[config.mk]
export PLATFORM = sky130hd
export DESIGN_NAME = i2c_tgt_gcreset
export DESIGN_NICKNAME = d
export VERILOG_FILES = /design/src/rtl/i2c_tgt_pkg.sv /design/src/rtl/i2c_tgt_sync.sv /design/src/rtl/i2c_tgt_regs.sv /design/src/rtl/i2c_tgt_gcreset.sv
export SDC_FILE = /design/constraint.sdc
export NUM_CORES = 1
export LEC_CHECK = 0
export ABC_AREA = 1
export BUFFER_PORTS_ARGS = -buffer_cell sky130_fd_sc_hd__buf_2
export CAP_MARGIN = 20
export CORE_MARGIN = 4
export CORE_UTILIZATION = 33
export DETAILED_ROUTE_END_ITERATION = 8
export SLEW_MARGIN = 30
export SYNTH_ARGS = -nofsm -noshare
export SYNTH_HDL_FRONTEND = slang
export SYNTH_SLANG_ARGS = --single-unit
[constraint.sdc]
create_clock -name clk -period 2.3 [get_ports clk]
set_clock_uncertainty 0.05 [all_clocks]
set_input_delay 0.46 -clock clk [delete_from_list [all_inputs] [get_ports clk]]
set_output_delay 0.46 -clock clk [all_outputs]
set_load 0.01 [all_outputs]
[src/rtl/i2c_tgt_pkg.sv]
// Shared types for the I2C target.
// Assumes registers are two bytes wide and transferred most-significant byte first.
package i2c_tgt_pkg;
    localparam int BYTE_W = 8;
    localparam int REG_W  = 2 * BYTE_W;

    typedef enum logic [2:0] {
        ST_IDLE,  // waiting for a start
        ST_RX,    // shifting in a byte from the controller
        ST_ACK,   // holding our acknowledge on the ninth clock
        ST_TX,    // shifting out a byte to the controller
        ST_MACK   // ninth clock of a read: controller acknowledges or not
    } tgt_state_t;

    typedef enum logic [1:0] {
        PH_ADDR,  // next received byte is the address
        PH_PTR,   // next received byte is the register pointer
        PH_MSB,   // next received byte is a register high byte
        PH_LSB    // next received byte is a register low byte
    } rx_phase_t;
endpackage

[src/rtl/i2c_tgt_sync.sv]
// Synchroniser and bus-condition detector.
// Brings SCL and SDA into the clk domain through STAGES flops and keeps one
// more flop of history. From that it flags SCL edges, starts (SDA falls with
// SCL high) and stops (SDA rises with SCL high). Assumes the bus is idle-high.
module i2c_tgt_sync #(
    parameter int STAGES = 2
) (
    input  logic clk,
    input  logic rst_n,
    input  logic scl_i,
    input  logic sda_i,
    output logic sda_s,
    output logic scl_rise,
    output logic scl_fall,
    output logic start_det,
    output logic stop_det
);
    localparam int DEPTH = STAGES + 1;

    logic [DEPTH-1:0] scl_sh, sda_sh;
    logic scl_now, scl_old, sda_old;

    // Shift both lines through the synchroniser chain; idle bus is high.
    always_ff @(posedge clk) begin
        if (!rst_n) begin
            scl_sh <= '1;
            sda_sh <= '1;
        end else begin
            scl_sh <= {scl_sh[DEPTH-2:0], scl_i};
            sda_sh <= {sda_sh[DEPTH-2:0], sda_i};
        end
    end

    // Decode edges and bus conditions from the synchronised samples.
    always_comb begin
        scl_now   = scl_sh[STAGES-1];
        scl_old   = scl_sh[STAGES];
        sda_s     = sda_sh[STAGES-1];
        sda_old   = sda_sh[STAGES];
        scl_rise  = scl_now & ~scl_old;
        scl_fall  = ~scl_now & scl_old;
        start_det = scl_now & scl_old & sda_old & ~sda_s;
        stop_det  = scl_now & scl_old & ~sda_old & sda_s;
    end
endmodule

[src/rtl/i2c_tgt_regs.sv]
// Register file behind the bus port.
// NUM_REGS registers of REG_W bits, written one whole word per strobe.
// An index outside the file drops writes and reads as zero. A clear input
// resets every register in one cycle.
module i2c_tgt_regs
    import i2c_tgt_pkg::*;
#(
    parameter int NUM_REGS = 4
) (
    input  logic              clk,
    input  logic              rst_n,
    input  logic              clr,
    input  logic              wr_en,
    input  logic [BYTE_W-1:0] wr_idx,
    input  logic [REG_W-1:0]  wr_data,
    input  logic [BYTE_W-1:0] rd_idx,
    output logic [REG_W-1:0]  rd_data
);
    logic [REG_W-1:0] mem [NUM_REGS];

    for (genvar i = 0; i < NUM_REGS; i++) begin : g_reg
        // One storage word, cleared by reset or soft clear.
        always_ff @(posedge clk) begin
            if (!rst_n || clr)
                mem[i] <= '0;
            else if (wr_en && wr_idx == BYTE_W'(i))
                mem[i] <= wr_data;
        end
    end

    // Read mux; out-of-range index returns zero.
    always_comb begin
        rd_data = '0;
        for (int i = 0; i < NUM_REGS; i++)
            if (rd_idx == BYTE_W'(i))
                rd_data = mem[i];
    end
endmodule

[src/rtl/i2c_tgt_gcreset.sv]
// I2C target with 7-bit addressing and a general-call software reset.
// A byte/bit state machine runs on the synchronised SCL edges. It changes
// the SDA drive only at SCL falling edges and samples at SCL rising edges.
// Assumes the SCL low time spans several clk cycles and that there is no
// clock stretching.
module i2c_tgt_gcreset
    import i2c_tgt_pkg::*;
#(
    parameter int          NUM_REGS    = 4,
    parameter int          SYNC_STAGES = 2,
    parameter logic [5:0]  DEV_ADDR_HI = 6'b100100,
    parameter logic [7:0]  GC_RESET    = 8'h06
) (
    input  logic clk,
    input  logic rst_n,
    input  logic scl_i,
    input  logic sda_i,
    input  logic addr_sel,
    output logic sda_oe,
    output logic soft_rst_pulse
);
    localparam logic [3:0] LAST_BIT = 4'd8;

    logic sda_s, scl_rise, scl_fall, start_det, stop_det;

    tgt_state_t        st_q;
    rx_phase_t         ph_q;
    logic [3:0]        cnt_q;
    logic [BYTE_W-1:0] rx_sh, tx_sh, ptr_q, msb_q;
    logic              is_read, is_gc, gc_hit, rd_lsb, mack_q;
    logic              wr_stb;
    logic [REG_W-1:0]  wr_word, rd_data;
    logic [BYTE_W-1:0] next_tx;
    logic [6:0]        dev_addr;

    i2c_tgt_sync #(.STAGES(SYNC_STAGES)) u_sync (
        .clk(clk), .rst_n(rst_n), .scl_i(scl_i), .sda_i(sda_i),
        .sda_s(sda_s), .scl_rise(scl_rise), .scl_fall(scl_fall),
        .start_det(start_det), .stop_det(stop_det)
    );

    i2c_tgt_regs #(.NUM_REGS(NUM_REGS)) u_regs (
        .clk(clk), .rst_n(rst_n), .clr(soft_rst_pulse),
        .wr_en(wr_stb), .wr_idx(ptr_q), .wr_data(wr_word),
        .rd_idx(ptr_q), .rd_data(rd_data)
    );

    // Device address and the byte to send after a controller acknowledge.
    always_comb begin
        dev_addr = {DEV_ADDR_HI, addr_sel};
        next_tx  = rd_lsb ? rd_data[BYTE_W-1:0] : rd_data[REG_W-1:BYTE_W];
    end

    // Bus protocol state machine, register pointer and write staging.
    always_ff @(posedge clk) begin
        if (!rst_n) begin
            st_q <= ST_IDLE;  ph_q <= PH_ADDR;  cnt_q <= '0;
            rx_sh <= '0;  tx_sh <= '0;  ptr_q <= '0;  msb_q <= '0;
            is_read <= 1'b0;  is_gc <= 1'b0;  gc_hit <= 1'b0;
            rd_lsb <= 1'b0;  mack_q <= 1'b0;  wr_stb <= 1'b0;
            wr_word <= '0;  sda_oe <= 1'b0;  soft_rst_pulse <= 1'b0;
        end else begin
            wr_stb         <= 1'b0;
            soft_rst_pulse <= 1'b0;
            if (stop_det) begin
                st_q   <= ST_IDLE;
                sda_oe <= 1'b0;
            end else if (start_det) begin
                st_q   <= ST_RX;
                ph_q   <= PH_ADDR;
                cnt_q  <= '0;
                sda_oe <= 1'b0;
            end else begin
                case (st_q)
                    ST_RX: begin
                        if (scl_rise) begin
                            rx_sh <= {rx_sh[BYTE_W-2:0], sda_s};
                            cnt_q <= cnt_q + 4'd1;
                        end else if (scl_fall && cnt_q == LAST_BIT) begin
                            if (ph_q == PH_ADDR) begin
                                if (rx_sh[7:1] == dev_addr || rx_sh == 8'h00) begin
                                    sda_oe  <= 1'b1;
                                    st_q    <= ST_ACK;
                                    ph_q    <= PH_PTR;
                                    is_read <= rx_sh[0];
                                    is_gc   <= (rx_sh == 8'h00);
                                    gc_hit  <= 1'b0;
                                end else begin
                                    st_q <= ST_IDLE;
                                end
                            end else begin
                                sda_oe <= 1'b1;
                                st_q   <= ST_ACK;
                                if (is_gc) begin
                                    if (ph_q == PH_PTR && rx_sh == GC_RESET)
                                        gc_hit <= 1'b1;
                                    ph_q <= PH_MSB;
                                end else begin
                                    case (ph_q)
                                        PH_PTR: begin ptr_q <= rx_sh; ph_q <= PH_MSB; end
                                        PH_MSB: begin msb_q <= rx_sh; ph_q <= PH_LSB; end
                                        default: begin
                                            wr_stb  <= 1'b1;
                                            wr_word <= {msb_q, rx_sh};
                                            ph_q    <= PH_MSB;
                                        end
                                    endcase
                                end
                            end
                        end
                    end
                    ST_ACK: begin
                        if (scl_fall) begin
                            cnt_q <= '0;
                            if (gc_hit) begin
                                soft_rst_pulse <= 1'b1;
                                gc_hit         <= 1'b0;
                            end
                            if (is_read) begin
                                st_q   <= ST_TX;
                                tx_sh  <= rd_data[REG_W-1:BYTE_W];
                                sda_oe <= ~rd_data[REG_W-1];
                                rd_lsb <= 1'b1;
                            end else begin
                                st_q   <= ST_RX;
                                sda_oe <= 1'b0;
                            end
                        end
                    end
                    ST_TX: begin
                        if (scl_rise) begin
                            cnt_q <= cnt_q + 4'd1;
                        end else if (scl_fall) begin
                            if (cnt_q == LAST_BIT) begin
                                sda_oe <= 1'b0;
                                st_q   <= ST_MACK;
                            end else begin
                                tx_sh  <= {tx_sh[BYTE_W-2:0], 1'b0};
                                sda_oe <= ~tx_sh[BYTE_W-2];
                            end
                        end
                    end
                    ST_MACK: begin
                        if (scl_rise) begin
                            mack_q <= ~sda_s;
                        end else if (scl_fall) begin
                            if (mack_q) begin
                                tx_sh  <= next_tx;
                                sda_oe <= ~next_tx[BYTE_W-1];
                                rd_lsb <= ~rd_lsb;
                                cnt_q  <= '0;
                                st_q   <= ST_TX;
                            end else begin
                                st_q <= ST_IDLE;
                            end
                        end
                    end
                    default: ;
                endcase
            end
            if (soft_rst_pulse)
                ptr_q <= '0;
        end
    end
endmodule

# ---- Word-level counts from Yosys, hierarchy flattened
# Memories as Yosys holds them, arrays and structs flattened.
# Index checks and enable logic that the tools add are counted.
dict set report totals {
  in_bits 5
  out_inout_bits 2
  memories 1
  ram_bits 64
  word_cells 220
  regBits 70
}
dict set report classes {
  n_addsub 1
  n_reduce_logical 41
  n_bitwise 30
  n_eq_ne 38
  muxes 90
}
# memory words word_bits read_ports rd_ports_with_merged_regs wr line_no
set mem_list {}
lappend mem_list {u_regs.mem 4 16 4 0 4 i2c_tgt_regs.sv:19} ;# logic [REG_W-1:0] mem [NUM_REGS];
# op count
set ops {}
lappend ops {{$mux W16} 8}
lappend ops {{$mux W7} 8}
lappend ops {{$mux W1} 43}
lappend ops {{$ne A3 B3 Y1 const B} 12}
lappend ops {{$reduce_and A8 Y1} 4}
lappend ops {{$mux W3} 9}
lappend ops {{$reduce_and A9 Y1} 3}
lappend ops {{$mux W4} 6}
lappend ops {{$ne A2 B2 Y1 const B} 11}
lappend ops {{$pmux W7 S3} 1}
lappend ops {{$not A1 Y1} 19}
lappend ops {{$mux W2} 9}
lappend ops {{$eq A8 B2 Y1 const B} 2}
lappend ops {{$logic_not A8 Y1} 2}
lappend ops {{$reduce_and A7 Y1} 2}
lappend ops {{$pmux W3 S4} 1}
lappend ops {{$pmux W4 S3} 1}
lappend ops {{$reduce_and A11 Y1} 1}
lappend ops {{$reduce_and A10 Y1} 1}
lappend ops {{$eq A8 B1 Y1 const B} 1}
lappend ops {{$eq A8 B3 Y1 const B} 1}
lappend ops {{$mux W8} 1}
lappend ops {{$reduce_and A4 Y1} 2}
lappend ops {{$reduce_bool A2 Y1} 4}
lappend ops {{other kinds (27)} 48}

# ---- Depth between registers and ports, before layout
# Gate-level depths: netlist of run 1.
dict set report depth {
  word_depth 11
  ltp_mapped 12
  mapped_depth_nobuf 12
}

# ---- Hierarchy
# A second synthesis of run 1 with hierarchy kept.
dict set report hier_totals {
  hier_cells 810
  hier_area_um2 6663.9
}
# module area_each_um2 cells_per_inst seq_area_each_um2 instances
set modules_own_cells {}
lappend modules_own_cells {i2c_tgt_gcreset 3450.8 500 1281.2 1}
lappend modules_own_cells {i2c_tgt_regs 3014.1 283 1921.8 1}
lappend modules_own_cells {i2c_tgt_sync 198.9 27 120.1 1}

# ---- Least setup slack after synthesis of run 1
# OpenSTA, ideal clock, no wires.
dict set report synth_timing {
  path_type {in2reg}
  start {input port rst_n}
  end {memory u_regs.mem[0][0] in the netlist's numbering, enable pin}
  path_stages 5
  setup_time_ns 0.363
  required_ns 1.887
  slack_ns 0.357
  path_buffers 2
  arrival_time_ns 1.530
  path_cell_list {buf_2 -> inv_1 -> nor2_1 -> clkbuf_1 -> nand2_1}
}
# item line_no
set synth_rtl {}
lappend synth_rtl {{start, declared} i2c_tgt_gcreset.sv:15} ;# input logic rst_n,
lappend synth_rtl {{end, declared} i2c_tgt_regs.sv:19}

# ---- Final worst setup path of run 1
dict set report layout_timing {
  start {register cnt_q[0]}
  end {register ptr_q[0]}
}
dict set report layout_between {
  elab_chain_cells 3
}
# item line_no
set layout_lines {}
lappend layout_lines {{start, declared} i2c_tgt_gcreset.sv:28} ;# logic [3:0] cnt_q;
lappend layout_lines {{start signal, assigned} i2c_tgt_gcreset.sv:78} ;# cnt_q <= cnt_q + 4'd1;
lappend layout_lines {{start signal, assigned} i2c_tgt_gcreset.sv:132} ;# cnt_q <= cnt_q + 4'd1;
lappend layout_lines {{$eq A4 B4 Y1} i2c_tgt_gcreset.sv:79} ;# end else if (scl_fall && cnt_q == LAST_BIT) begin
lappend layout_lines {{$logic_and A1 B1 Y1} i2c_tgt_gcreset.sv:79}
lappend layout_lines {{$reduce_and A8 Y1 (no source line)} --}
lappend layout_lines {{end signal, assigned} i2c_tgt_gcreset.sv:58} ;# rx_sh <= '0; tx_sh <= '0; ptr_q <= '0; msb_q <= '0;
lappend layout_lines {{end signal, assigned} i2c_tgt_gcreset.sv:100} ;# PH_PTR: begin ptr_q <= rx_sh; ph_q <= PH_MSB; end
lappend layout_lines {{end signal, assigned} i2c_tgt_gcreset.sv:162} ;# ptr_q <= '0;
lappend layout_lines {{end, declared} i2c_tgt_gcreset.sv:29} ;# logic [BYTE_W-1:0] rx_sh, tx_sh, ptr_q, msb_q;
# No other way between the ends.
# A chain may end at the register's enable or synchronous reset.

==> results of run 1 <==
==> path summary, 6_finish.rpt <==
check / end / slack [ns] / cells after the start
setup reg to reg: ptr_q[0] / 0.23 / 10
hold reg to reg: u_sync.sda_sh[1] / 0.36 / 1
setup / recovery: ptr_q[0] / 0.23 / 10
hold / removal: u_sync.scl_sh[0] / 0.17 / 2
==> layout make-up <==
| class | instances | area [sq um] | share of cell area (%) |
|---|---|---|---|
| Sequential cell | 134 | 3323 | 45.34 |
| Multi-Input combinational cell | 536 | 2509 | 34.23 |
| Clock buffer | 20 | 489.2 | 6.675 |
| Inverter | 88 | 332.8 | 4.541 |
| Tap cell | 234 | 292.8 | 3.995 |
| Timing Repair Buffer | 36 | 280.3 | 3.824 |
| Clock inverter | 12 | 102.6 | 1.400 |
==> routing by layer <==
| layer | wire length (microns) | part of all wire (%) | global-route usage [%] | vias to the layer above |
|---|---|---|---|---|
| li1 | - | - | - | 2651 |
| met1 | 7103 | 46 | 20.11 | 2380 |
| met2 | 7208 | 47 | 23.10 | 110 |
| met5 | 0 | 0 | 0 | - |
| met3 | 645 | 4.2 | 2.576 | 35 |
| met4 | 476 | 3.1 | 7.008 | 0 |
==> flip-flops by register name, indices dropped and copies added, names as in the netlist, 4 cells and up <==
register    flops
wr_word        16
u_regs.mem     64
tx_sh           7
cnt_q           4
rx_sh           8
ptr_q           8
msb_q           8
==> power groups by stage <==
stage               Clock [mW]  Combinational (mW)  Sequential [mW]
finish                    2.69               0.876             2.72
global route              2.84                1.00             2.73
CTS                       2.73               0.881             2.71
global placement             0               0.870             2.76
detailed placement           0               0.878             2.76
floorplan                    0               0.637             2.75
==> worst max-delay path: stages, from the launching register on <==
cell and delay [ns]:
dfxtp_1 0.34, inv_1 0.07, ha_1 0.14, nand2_1 0.06, nor2_2 0.24, nand2_2 0.17, nor2_8 0.18, inv_4 0.07
nor3_4 0.39, o21ai_0 0.17, a21oi_1 0.13
==> through the flow <==
| stage | std cells | hold WS, ns | util [%] | setup slack, ns | cell area (sq um) |
|---|---|---|---|---|---|
| 5_1_grt | 1060 | 0.1718 | 39.18 | 0.008120 | 7330 |
| 6_report | 1060 | 0.1744 | 39.18 | 0.2278 | 7330 |
| 2_1_floorplan | 785 | 0.3425 | - | 0.3569 | 6292 |
| 4_1_cts | 1060 | 0.1672 | 39.18 | 0.2184 | 7330 |
| 3_3_place_gp | 1028 | 0.3437 | 36.02 | 0.3394 | 6738 |
| 3_5_place_dp | 1028 | 0.3480 | 36.02 | 0.2406 | 6738 |
==> layout by cell type (no fill, tap or decap), types with 6 or more instances in the layout <==
| master | count |
|---|---|
| nand4_1 | 21 |
| nor2_2 | 9 |
| ha_1 | 7 |
| o21ai_0 | 52 |
| nand3_1 | 64 |
| buf_4 | 28 |
| clkbuf_16 | 19 |
| edfxtp_1 | 64 |
| buf_2 | 6 |
| inv_1 | 80 |
| nand2_1 | 156 |
| a21oi_1 | 64 |
| inv_6 | 6 |
| dfxtp_1 | 70 |
| nor2_1 | 133 |
==> cells by family after synthesis <==
family,after synthesis
DFF,134
and+or+nand+nor,405
xor gates and xnor gates,1
AOI/OAI and AO/OA,123
adders and majority gates,7
buffers and inverters,115
==> flow_summary.json, run 1 <==
{
  "drt_iter0_markers": 355,
  "setup_tns_ns": 0,
  "syn-num-nets": 797,
  "combPwrFrac_pct": 14.0,
  "min_period_ns": 2.072,
  "clk_latency_ns": 0.43,
  "crit_path_start": "cnt_q[0]",
  "synth.area.mux_share_pct": 0,
  "syn_avg_cell_area_sq_um": 8.016,
  "clkTransAtPathRegs_ns": 0.06,
  "cts.sinks": 134,
  "p_total_mw": 6.282,
  "gp_congestion": 0.8694,
  "cp.arrival_ns": 2.38,
  "synth_compound_area_share_pct": 9.903,
  "synthXorXnorAreaFrac_pct": 0.1392,
  "synth-async-reset-ratio_pct": 0,
  "drive_above_1_share_pct": 11.99,
  "yosysTopAreaCellShare_pct": 30.54,
  "p_per_area_nw_per_um2": 857.0,
  "ir_worst_vdd_uv": 479.2,
  "worstPathMaxFanout": 16,
  "grt_usage_pct": 14.82,
  "ys_ff_latch": 134,
  "core_sq_um": 18710,
  "io_pins": 7,
  "yosys.area_share.simple_pct": 28.44,
  "numPortBuffers": 6,
  "synthCells": 785,
  "internal-power_mw": 4.494,
  "swShare_pct": 28.45,
  "fmax_mhz": 482.6,
  "cts_hold_buffers": 0,
  "power_frac_clock_pct": 42.8,
  "required_ns": 2.60,
  "drv_slew": 0,
  "power.switching_mw": 1.787,
  "start_kind": "flop",
  "p_leak_nw": 3.045,
  "antenna_cells": 0,
  "fin_crit_sh_pct": 90.09,
  "area_delta_synth_final_pct": 16.48,
  "synthTopCellsByCount": "nand2_1, nor2_1, inv_1, dfxtp_1",
  "hold_viol": 0,
  "path_class": "reg -> reg",
  "p_seq_share_pct": 43.2,
  "slew_headroom_pct": 67.05,
  "endpoint_kind": "flop",
  "drt-pass1-iter-count": 5,
  "max-clock-path-buffers": 2,
  "synth.distinct_cells": 33,
  "hp-start": "scl_i",
  "die_w_microns": 146.1,
  "die-area_sq_um": 21340,
  "rsz0062_at_grt": "false",
  "ys_seq_area_share_pct": 52.81,
  "finalSetupViolCount": 0,
  "cts_tree": "yes",
  "syn_area_sq_um": 6292,
  "wl_per_cell_microns": 14.56,
  "viasPerCell": 4.883,
  "yosysTopAreaCell": "edfxtp_1",
  "hold_path.class": "in -> reg",
  "ant_nets": 0,
  "grt_first_pass_wirelength_microns": 25240,
  "dp_hpwl_microns": 10690,
  "synth-edff-count": 64,
  "r2r_start": "cnt_q[0]",
  "num_vias": 5176,
  "grt_pass1_vias": 4795,
  "ys.flop_type": "dfxtp_1",
  "nets": 825,
  "post_cts.repair.setup_buffers": 0,
  "antenna_found_initial": 0,
  "grt_overflow": 0,
  "yosysMostFrequentCell": "nand2_1",
  "die_y_microns": 146.1,
  "synthAdderAreaFrac_pct": 1.392,
  "initial_core_util_pct": 33.64,
  "worst_pin_slew_ns": 0.4926,
  "cts.htree.levels": 4,
  "synthTopCellsByArea": "edfxtp_1, dfxtp_1, nand2_1",
  "yosysWarnings": 0,
  "synth_top_family_by_area": "simple AND/OR/NAND/NOR gates",
  "rows": 50,
  "cts_resized": 0,
  "grt_max_degree": 46,
  "fillers": 1859,
  "status": "complete, no violations",
  "wl_microns": 15430,
  "maxCapViolations": 0,
  "cts_buffers": 17,
  "cts_root_buffer": "clkbuf_16",
  "remaining_drc_errors": 0
}
Power figures use the tool's default switching activity.
==> inputs of run 2 (changes only) <==
--- a/config.mk
+++ b/config.mk
@@ -9,7 +9,7 @@
 export BUFFER_PORTS_ARGS = -buffer_cell sky130_fd_sc_hd__buf_2
 export CAP_MARGIN = 20
 export CORE_MARGIN = 4
-export CORE_UTILIZATION = 33
+export CORE_UTILIZATION = 35
 export DETAILED_ROUTE_END_ITERATION = 8
 export SLEW_MARGIN = 30
 export SYNTH_ARGS = -nofsm -noshare
==> flow_summary.json, run 2 (same netlist as run 1, synthesis figures left out) <==
{
  "nets": 820,
  "clkTransAtPathRegs_ns": 0.05,
  "numPortBuffers": 6,
  "setup_tns_ns": 0,
  "cts.sinks": 134,
  "cp_slowest_cell": "nor3_4",
  "rows": 48,
  "fin_crit_sh_pct": 86.87,
  "grt_pass1_vias": 4725,
  "layout_setup_ws_ns": 0.3019,
  "worst_pin_slew_ns": 0.8795,
  "dp_hpwl_microns": 10200,
  "top_regs": "u_regs.mem: 64 flops, wr_word: 16 flops",
  "top_register": "u_regs.mem",
  "drv_slew": 0,
  "p_leak_nw": 2.986,
  "drive_above_1_share_pct": 10.61,
  "start_kind": "flop",
  "grt_usage_pct": 15.42,
  "status": "complete, no violations",
  "rsz0062_at_grt": "false",
  "cts_hold_buffers": 0,
  "grt_first_pass_wirelength_microns": 24430,
  "wl_microns": 14850,
  "cts_root_buffer": "clkbuf_16",
  "crit_family": "simple AND/OR/NAND/NOR gates",
  "worstPathMaxFanout": 16,
  "final_common_cell": "nand2_1",
  "critPathBufInv": 2,
  "largest_reg_flops": 64,
  "min_period_ns": 1.998,
  "instances_no_fill": 1045,
  "clk_latency_ns": 0.42,
  "endpoint_kind": "flop",
  "cts_tree": "yes",
  "die-area_sq_um": 20190,
  "grt_overflow": 0,
  "io_pins": 7,
  "ant_nets": 0,
  "cp.arrival_ns": 2.29,
  "path_class": "reg -> reg",
  "drt-pass1-iter-count": 6,
  "antenna_found_initial": 0,
  "final_core_util_pct": 41.42,
  "remaining_drc_errors": 0,
  "drt_iter0_markers": 321,
  "grt_max_degree": 46,
  "die_w_microns": 142.1,
  "cts.htree.levels": 4,
  "core_sq_um": 17480,
  "post_cts.repair.setup_buffers": 0,
  "die_y_microns": 142.1,
  "hold_path.class": "in -> reg",
  "dp.cells": 1014,
  "crit_path_cell_trace": "inv_1, ha_1, nand2_1, nor2_2, nand2_2, nor2_8, inv_4, nor3_4, o21ai_0, a21oi_1",
  "required_ns": 2.59,
  "area_delta_synth_final_pct": 15.03,
  "fmax_mhz": 500.5,
  "antenna_cells": 0,
  "gp_congestion": 0.8769,
  "slew_headroom_pct": 41.15,
  "viasPerCell": 4.878,
  "max-clock-path-buffers": 2,
  "maxCapViolations": 0,
  "cts_buffers": 17,
  "critPathMaxStageDelay_ns": 0.40,
  "dp_slack_ns": 0.2538,
  "num_vias": 5097,
  "cts_resized": 0,
  "wl_per_cell_microns": 14.21,
  "finalSetupViolCount": 0,
  "hold_viol": 0,
  "mostFrequentLayoutCells": "nand2_1, nor2_1, inv_1",
  "ir_worst_vdd_uv": 409.8,
  "initial_core_util_pct": 36.00,
  "holdWs_ns": 0.1815,
  "p_per_area_nw_per_um2": 845.4
}
## run 2: changes by cell type in the layout (fill, tap and decap cells not counted), sizes merged
| cell | previous run | this run |
|---|---|---|
| inv | 95 | 86 |
| buf | 36 | 31 |
| clkinvlp | 0 | 3 |
| bufinv | 0 | 2 |
| clkbuf | 20 | 22 |
| clkinv | 5 | 6 |
## run 2: stage by stage
step                      power [mW]  area, sq um
final                          6.119         7238
after global routing           6.430         7238
after CTS                      6.171         7238
after detailed placement       3.617         6689
after global placement         3.610         6689
after floorplan                3.386         6292
## run 2: final cells by class
| class | instances | area [sq um] |
|---|---|---|
| fill | 1766 | 10240 |
| sequential | 134 | 3323 |
| multi-input combinational | 536 | 2509 |
| clock buffer | 22 | 444.2 |
| inverter | 88 | 332.8 |
| tap | 225 | 281.5 |
| timing repair buffer | 31 | 242.7 |
| clock inverter | 9 | 105.1 |
## run 2: power breakdown
group	total (mW)	switching, mW	internal, mW	leakage [nW]
clock	2.55	0.966	1.58	0.258
combinational	0.853	0.575	0.277	1.50
sequential	2.72	0.0821	2.64	1.23
## run 2: final timing paths
check	cells past startpoint	start	slack, ns	end
min reg2reg	1	u_sync.sda_sh[0]	0.36	u_sync.sda_sh[1]
max reg2reg	10	cnt_q[0]	0.30	ptr_q[7]
min	2	sda_i	0.18	u_sync.sda_sh[0]
max	10	cnt_q[0]	0.30	ptr_q[7]
## run 2: layer usage
layer	vias to the layer above	part of all wire (%)	GRT usage, %
li1	2626	-	-
met1	2347	46	20.04
met2	107	48	25.39
met3	17	4.4	3.024
met4	0	1.5	6.010
met5	-	0	0
## run 2: worst register-to-register path: cells and delay by family, from the launching register on
family                   cells  cell delay (ns)
AO/OA/AOI/OAI                2             0.31
flip-flops                   1             0.34
adder cells (fa/ha/maj)      1             0.14
AND/OR/NAND/NOR              5             0.94
buffers and inverters        2             0.14
